## config.mk

```make
export PLATFORM = sky130hd
export DESIGN_NAME = async_irq_accept
export DESIGN_NICKNAME = d
export VERILOG_FILES = /design/src/rtl/irq_acc_pkg.sv /design/src/rtl/irq_prio_sel.sv /design/src/rtl/irq_boundary_gate.sv /design/src/rtl/irq_restart_cap.sv /design/src/rtl/async_irq_accept.sv
export SDC_FILE = /design/constraint.sdc
export NUM_CORES = 1
export LEC_CHECK = 0
export BUFFER_PORTS_ARGS = -buffer_cell sky130_fd_sc_hd__buf_2
export CAP_MARGIN = 10
export CELL_PAD_IN_SITES_DETAIL_PLACEMENT = 1
export CELL_PAD_IN_SITES_GLOBAL_PLACEMENT = 2
export CORE_MARGIN = 2
export CORE_UTILIZATION = 26
export DETAILED_ROUTE_END_ITERATION = 10
export PLACE_DENSITY = 0.77
export SYNTH_ARGS = -nofsm -noshare
export SYNTH_HDL_FRONTEND = slang
export SYNTH_SLANG_ARGS = --single-unit
```

## constraint.sdc

```tcl
create_clock -name clk -period 2 [get_ports clk]
set_input_delay 0.4 -clock clk [delete_from_list [all_inputs] [get_ports clk]]
set_output_delay 0.4 -clock clk [all_outputs]
set_load 0.02 [all_outputs]
```

## src/rtl/irq_acc_pkg.sv

```systemverilog
package irq_acc_pkg;

   localparam int unsigned NSRC = 4;
   localparam int unsigned CW   = $clog2(NSRC);

   typedef enum logic [1:0] {
      CAUSE_EXT  = 2'd0,
      CAUSE_SMI  = 2'd1,
      CAUSE_DEC  = 2'd2,
      CAUSE_CRIT = 2'd3
   } irq_cause_e;

   // rank 0 is the highest priority
   localparam irq_cause_e PRIO_RANK [NSRC] = '{CAUSE_CRIT, CAUSE_SMI, CAUSE_EXT, CAUSE_DEC};

endpackage

```

## src/rtl/irq_prio_sel.sv

```systemverilog
module irq_prio_sel
   import irq_acc_pkg::*;
(
   input  logic [NSRC-1:0] pend,
   output logic            any_pend,
   output logic [CW-1:0]   win_cause
);

   logic [NSRC:0]   blocked;
   logic [NSRC-1:0] win_rank;

   assign blocked[0] = 1'b0;

   for (genvar r = 0; r < NSRC; r++) begin : g_rank
      assign win_rank[r]    = pend[PRIO_RANK[r]] & ~blocked[r];
      assign blocked[r + 1] = blocked[r] | pend[PRIO_RANK[r]];
   end

   assign any_pend = blocked[NSRC];

   always_comb begin
      win_cause = '0;
      for (int r = 0; r < NSRC; r++) begin
         if (win_rank[r]) win_cause = CW'(PRIO_RANK[r]);
      end
   end

   // at most one rank wins
   always_comb begin
      a_r6_one_winner: assert ($onehot0(win_rank));
   end

endmodule

```

## src/rtl/irq_boundary_gate.sv

```systemverilog
module irq_boundary_gate #(
   parameter bit GIE_RESET = 1'b1
) (
   input  logic clk,
   input  logic rst_n,
   input  logic any_masked,
   input  logic gie_set,
   input  logic done_vld,
   input  logic done_exc,
   input  logic pipe_idle,
   input  logic guard_ld_busy,
   output logic accept,
   output logic gie
);

   logic at_commit;
   logic at_idle;
   logic boundary_ok;

   assign at_commit   = done_vld & ~done_exc;
   assign at_idle     = pipe_idle & ~done_vld;
   assign boundary_ok = ~guard_ld_busy & (at_commit | at_idle);
   assign accept      = any_masked & gie & boundary_ok;

   always_ff @(posedge clk or negedge rst_n) begin
      if (!rst_n)       gie <= GIE_RESET;
      else if (accept)  gie <= 1'b0;
      else if (gie_set) gie <= 1'b1;
   end

   a_r2_needs_boundary: assert property (@(posedge clk) disable iff (!rst_n)
      (!done_vld && !pipe_idle) |-> !accept);

   a_r4_guarded_load_holds: assert property (@(posedge clk) disable iff (!rst_n)
      guard_ld_busy |-> !accept);

   a_r5_exception_first: assert property (@(posedge clk) disable iff (!rst_n)
      (done_vld && done_exc) |-> !accept);

   a_r9_gie_cleared: assert property (@(posedge clk) disable iff (!rst_n)
      accept |=> !gie);

endmodule

```

## src/rtl/irq_restart_cap.sv

```systemverilog
module irq_restart_cap
   import irq_acc_pkg::*;
#(
   parameter int unsigned AW = 32
) (
   input  logic          clk,
   input  logic          rst_n,
   input  logic          accept,
   input  logic [CW-1:0] win_cause,
   input  logic          done_vld,
   input  logic [AW-1:0] done_npc,
   input  logic [AW-1:0] fetch_pc,
   output logic          take_q,
   output logic [CW-1:0] cause_q,
   output logic [AW-1:0] restart_q
);

   logic [AW-1:0] restart_d;

   assign restart_d = done_vld ? done_npc : fetch_pc;

   always_ff @(posedge clk or negedge rst_n) begin
      if (!rst_n) begin
         take_q    <= 1'b0;
         cause_q   <= '0;
         restart_q <= '0;
      end else begin
         take_q <= accept;
         if (accept) begin
            cause_q   <= win_cause;
            restart_q <= restart_d;
         end
      end
   end

   a_r8_hold_between: assert property (@(posedge clk) disable iff (!rst_n)
      !accept |=> $stable(restart_q));

endmodule

```

## src/rtl/async_irq_accept.sv

```systemverilog
module async_irq_accept
   import irq_acc_pkg::*;
#(
   parameter int unsigned AW        = 32,
   parameter bit          GIE_RESET = 1'b1
) (
   input  logic          clk,
   input  logic          rst_n,
   input  logic [3:0]    irq_req,
   input  logic [3:0]    irq_en,
   input  logic          gie_set,
   input  logic          done_vld,
   input  logic          done_exc,
   input  logic [AW-1:0] done_npc,
   input  logic          pipe_idle,
   input  logic [AW-1:0] fetch_pc,
   input  logic          guard_ld_busy,
   output logic          irq_take,
   output logic [1:0]    irq_cause,
   output logic [AW-1:0] restart_pc,
   output logic          pipe_flush
);

   if (AW < 2) begin : g_bad_aw
      $error("async_irq_accept: AW must be at least 2");
   end
   if (NSRC != 4 || CW != 2) begin : g_bad_nsrc
      $error("async_irq_accept: source count must be 4");
   end

   logic [NSRC-1:0] masked;
   logic            any_masked;
   logic [CW-1:0]   win_cause;
   logic            accept;
   logic            gie;

   assign masked = irq_req & irq_en;

   irq_prio_sel u_prio (
      .pend      (masked),
      .any_pend  (any_masked),
      .win_cause (win_cause)
   );

   irq_boundary_gate #(.GIE_RESET(GIE_RESET)) u_gate (
      .clk           (clk),
      .rst_n         (rst_n),
      .any_masked    (any_masked),
      .gie_set       (gie_set),
      .done_vld      (done_vld),
      .done_exc      (done_exc),
      .pipe_idle     (pipe_idle),
      .guard_ld_busy (guard_ld_busy),
      .accept        (accept),
      .gie           (gie)
   );

   irq_restart_cap #(.AW(AW)) u_cap (
      .clk       (clk),
      .rst_n     (rst_n),
      .accept    (accept),
      .win_cause (win_cause),
      .done_vld  (done_vld),
      .done_npc  (done_npc),
      .fetch_pc  (fetch_pc),
      .take_q    (irq_take),
      .cause_q   (irq_cause),
      .restart_q (restart_pc)
   );

   assign pipe_flush = irq_take;

   // checker state: enabled requests of the previous cycle
   logic [3:0] masked_d;
   always_ff @(posedge clk or negedge rst_n) begin
      if (!rst_n) masked_d <= '0;
      else        masked_d <= masked;
   end

   a_r3_single_pulse: assert property (@(posedge clk) disable iff (!rst_n)
      irq_take |=> !irq_take);

   a_r3_flush_with_take: assert property (@(posedge clk) disable iff (!rst_n)
      pipe_flush == irq_take);

   a_r9_no_take_while_off: assert property (@(posedge clk) disable iff (!rst_n)
      irq_take |-> !gie);

   a_r7_cause_was_enabled: assert property (@(posedge clk) disable iff (!rst_n)
      irq_take |-> masked_d[irq_cause]);

   a_r8_npc_on_commit: assert property (@(posedge clk) disable iff (!rst_n)
      (irq_take && $past(done_vld)) |-> (restart_pc == $past(done_npc)));

   a_r8_fetch_on_idle: assert property (@(posedge clk) disable iff (!rst_n)
      (irq_take && !$past(done_vld)) |-> (restart_pc == $past(fetch_pc)));

endmodule

```

==> flow_summary.toml <==
[detailed_routing]
firstDrtPassIters = 3
drc = 0
via_per_inst = 4.14
antenna_left = 0
vias = 1403
drtIter0Drc = 4
avgRoutedWirePerCell_um = 13.3
routed_wl_um = 4490

[global_routing]
overflow = 0
grt_pass1_vias = 1534
grt_max_degree = 37
antenna_found_initial = 0
track_usage = 0.120
grt_pass1_wl_um = 7180

[flow_run]
cap_violations = 0

[final_layout]
drive_gt1_frac = 0.804
final_cells = 339
nNetsFinal = 318
mostFrequentLayoutCells = "114 x buf_2, 38 x mux2_2, 35 x dfrtp_1"
n_antenna_cell = 0
stdcell_area_sq_um = 2650
syn2layout_area_growth_pct = 39.1
mostFrequentLayoutCell = "buf_2"

[sta]
final.setup.tns_ns = 0
post-route-period-util = 0.771
finalSetupViolCount = 0
worstMarginPinSlew_ns = 0.449
skew_ns = 0.00619
hold_ws_ns = 0.153
fin_crit_ns = 1.54
rsz0062_at_grt = "false"
drv_slew = 0
relSlewSlack = 0.701
fmax_mhz = 649
timing.final.ws_setup_ns = 0.459
hold_viol_final = 0

[setup_path]
critPathLaunchType = "flip-flop"
cp_max_fo = 22
r2r_start = "u_gate.gie$_DFFE_PN1P_"
required_ns = 2.16
cp.arrival_ns = 1.70
path_delay_family = "flip-flops"
timing.critical_path.to = "u_cap.restart_q[23]$_DFFE_PN0P_"
path_class = "reg2reg"
r2r_end = "u_cap.restart_q[23]$_DFFE_PN0P_"
cp-startpoint = "u_gate.gie$_DFFE_PN1P_"
rr_worst_depth = 4
crit_slowest_cell = "dfstp_2"
worstPathCellList = "o2111ai_1 > a21o_2 > buf_12 > mux2_4"
r2r_setup_slack_ns = 0.46
crit_cells = 4
cp_num_buf_inv = 1
critPathMaxStageDelay_ns = 0.54
end_kind = "flip-flop"

[clocking]
ctsResizeCount = 0
cts-root-buf = "clkbuf_8"
insertion_delay_ns = 0.28
postCtsSetupBuffers = 0
cts.clk_slew.worst_paths_ns = 0.07
cts_tree = "done"
cts_buffers = 5
cts.htree.levels = 2
postCtsHoldBufs = 0
cts_sinks = 36
clock_path_buffers = 2

[synthesis]
synth_fp_nets = 201
synth_cells = 122
yosys_warnings = 0
ys_seq_area_frac = 0.474
synth_cell_type_count = 18
synth-seq-cells = 36
synth.avg_cell_area_sq_um = 15.6
syn-cell-area_sq_um = 1900

[power]
irDropWorstVdd_mv = 0.395
powerDensity_nw_per_um2 = 1000
p_leak_nw = 1.40

[die]
initial_core_util = 0.265
pin_count = 115
die_w_um = 89.6
core_sq_um = 7180
rows = 31
dieHeight_um = 89.6
dieArea_sq_um = 8020

[hold_path]
worstHoldPathType = "in2async"

[placed_design]
gp_congestion = 0.693
placed_cell_area_sq_um = 2560
port_buffers = 114
hpwlAfterDp_um = 3620
dp.cells = 331
place_ws_ns = 0.201

[status]
outcome = "complete, no violations"
-- cell type report --
class | count | area, sq um
fill | 811 | 4530
sequential | 36 | 902
timing repair buffer | 119 | 633
clock inverter | 1 | 5.00
tap | 99 | 124
clock buffer | 7 | 76.3
multi-input combinational | 74 | 895
inverter | 3 | 11.3
-- per-layer routing --
metal	GRT usage	share of wire	vias up
met4	0.0448	0.015	0
met2	0.205	0.51	60
met5	0	0	-
met1	0.142	0.41	673
met3	0.0332	0.067	5
li1	-	-	665
-- Yosys cell counts --
| cell type | count | area [sq um] |
|---|---|---|
| mux2_2 | 38 | 428 |
| dfrtp_1 | 35 | 876 |
| mux2_4 | 27 | 405 |
| clkbuf_1 | 3 | 11.3 |
| inv_1 | 3 | 11.3 |
| a21oi_1 | 2 | 10.0 |
| buf_12 | 2 | 40.0 |
| buf_6 | 2 | 22.5 |
| a211oi_1 | 1 | 7.51 |
| a21o_1 | 1 | 7.51 |
| a22o_1 | 1 | 8.76 |
| buf_4 | 1 | 7.51 |
| buf_8 | 1 | 15.0 |
| dfstp_2 | 1 | 26.3 |
| nand2_1 | 1 | 3.75 |
| nand2_2 | 1 | 6.26 |
| o2111ai_1 | 1 | 8.76 |
| o21a_1 | 1 | 7.51 |
-- worst register-to-register path: stages, from the launching register on --
cell	delay, ns
dfstp_2	0.54
o2111ai_1	0.13
a21o_2	0.26
buf_12	0.18
mux2_4	0.32
-- stage by stage --
stage | utilization | power [W]
after global routing | 0.369 | 0.00282
after detailed placement | 0.357 | 0.00220
final | 0.369 | 0.00265
after CTS | 0.369 | 0.00271
after floorplan | - | 0.00180
after global placement | 0.357 | 0.00218
-- logic make-up (layout without fill, tap and decap cells) --
logic type	count (synthesis)	in the layout	share of synthesized area
AOI/OAI and AO/OA	7	7	0.0263
buffers and inverters	12	130	0.0565
DFF	36	36	0.474
muxes	65	65	0.438
and+or+nand+nor	2	2	0.00526
-- power breakdown --
part	internal [W]	total (W)	switching [W]
clock	0.000244	0.000482	0.000237
combinational	0.000547	0.00109	0.000546
sequential	0.000958	0.00108	0.000119
total	0.00175	0.00265	0.000903
-- flip-flops by register name, summed over array words and instances, names as in the netlist --
| signal | count |
|---|---|
| u_gate.gie | 1 |
| u_cap.cause_q | 2 |
| u_cap.restart_q | 32 |
| u_cap.take_q | 1 |
-- how the worst min path moves through the flow --
stage,depth (start not counted),slack (ns),to,from
floorplan,0,0.10,u_cap.cause_q[0]$_DFFE_PN0P_,rst_n
global placement,2,0.47,u_cap.restart_q[11]$_DFFE_PN0P_,rst_n
detailed placement,2,0.49,u_cap.restart_q[2]$_DFFE_PN0P_,rst_n
CTS,2,0.17,u_cap.restart_q[17]$_DFFE_PN0P_,rst_n
global route,2,0.19,u_cap.restart_q[2]$_DFFE_PN0P_,rst_n
finish,2,0.15,u_cap.restart_q[17]$_DFFE_PN0P_,rst_n
Power figures use the tool's default switching activity.
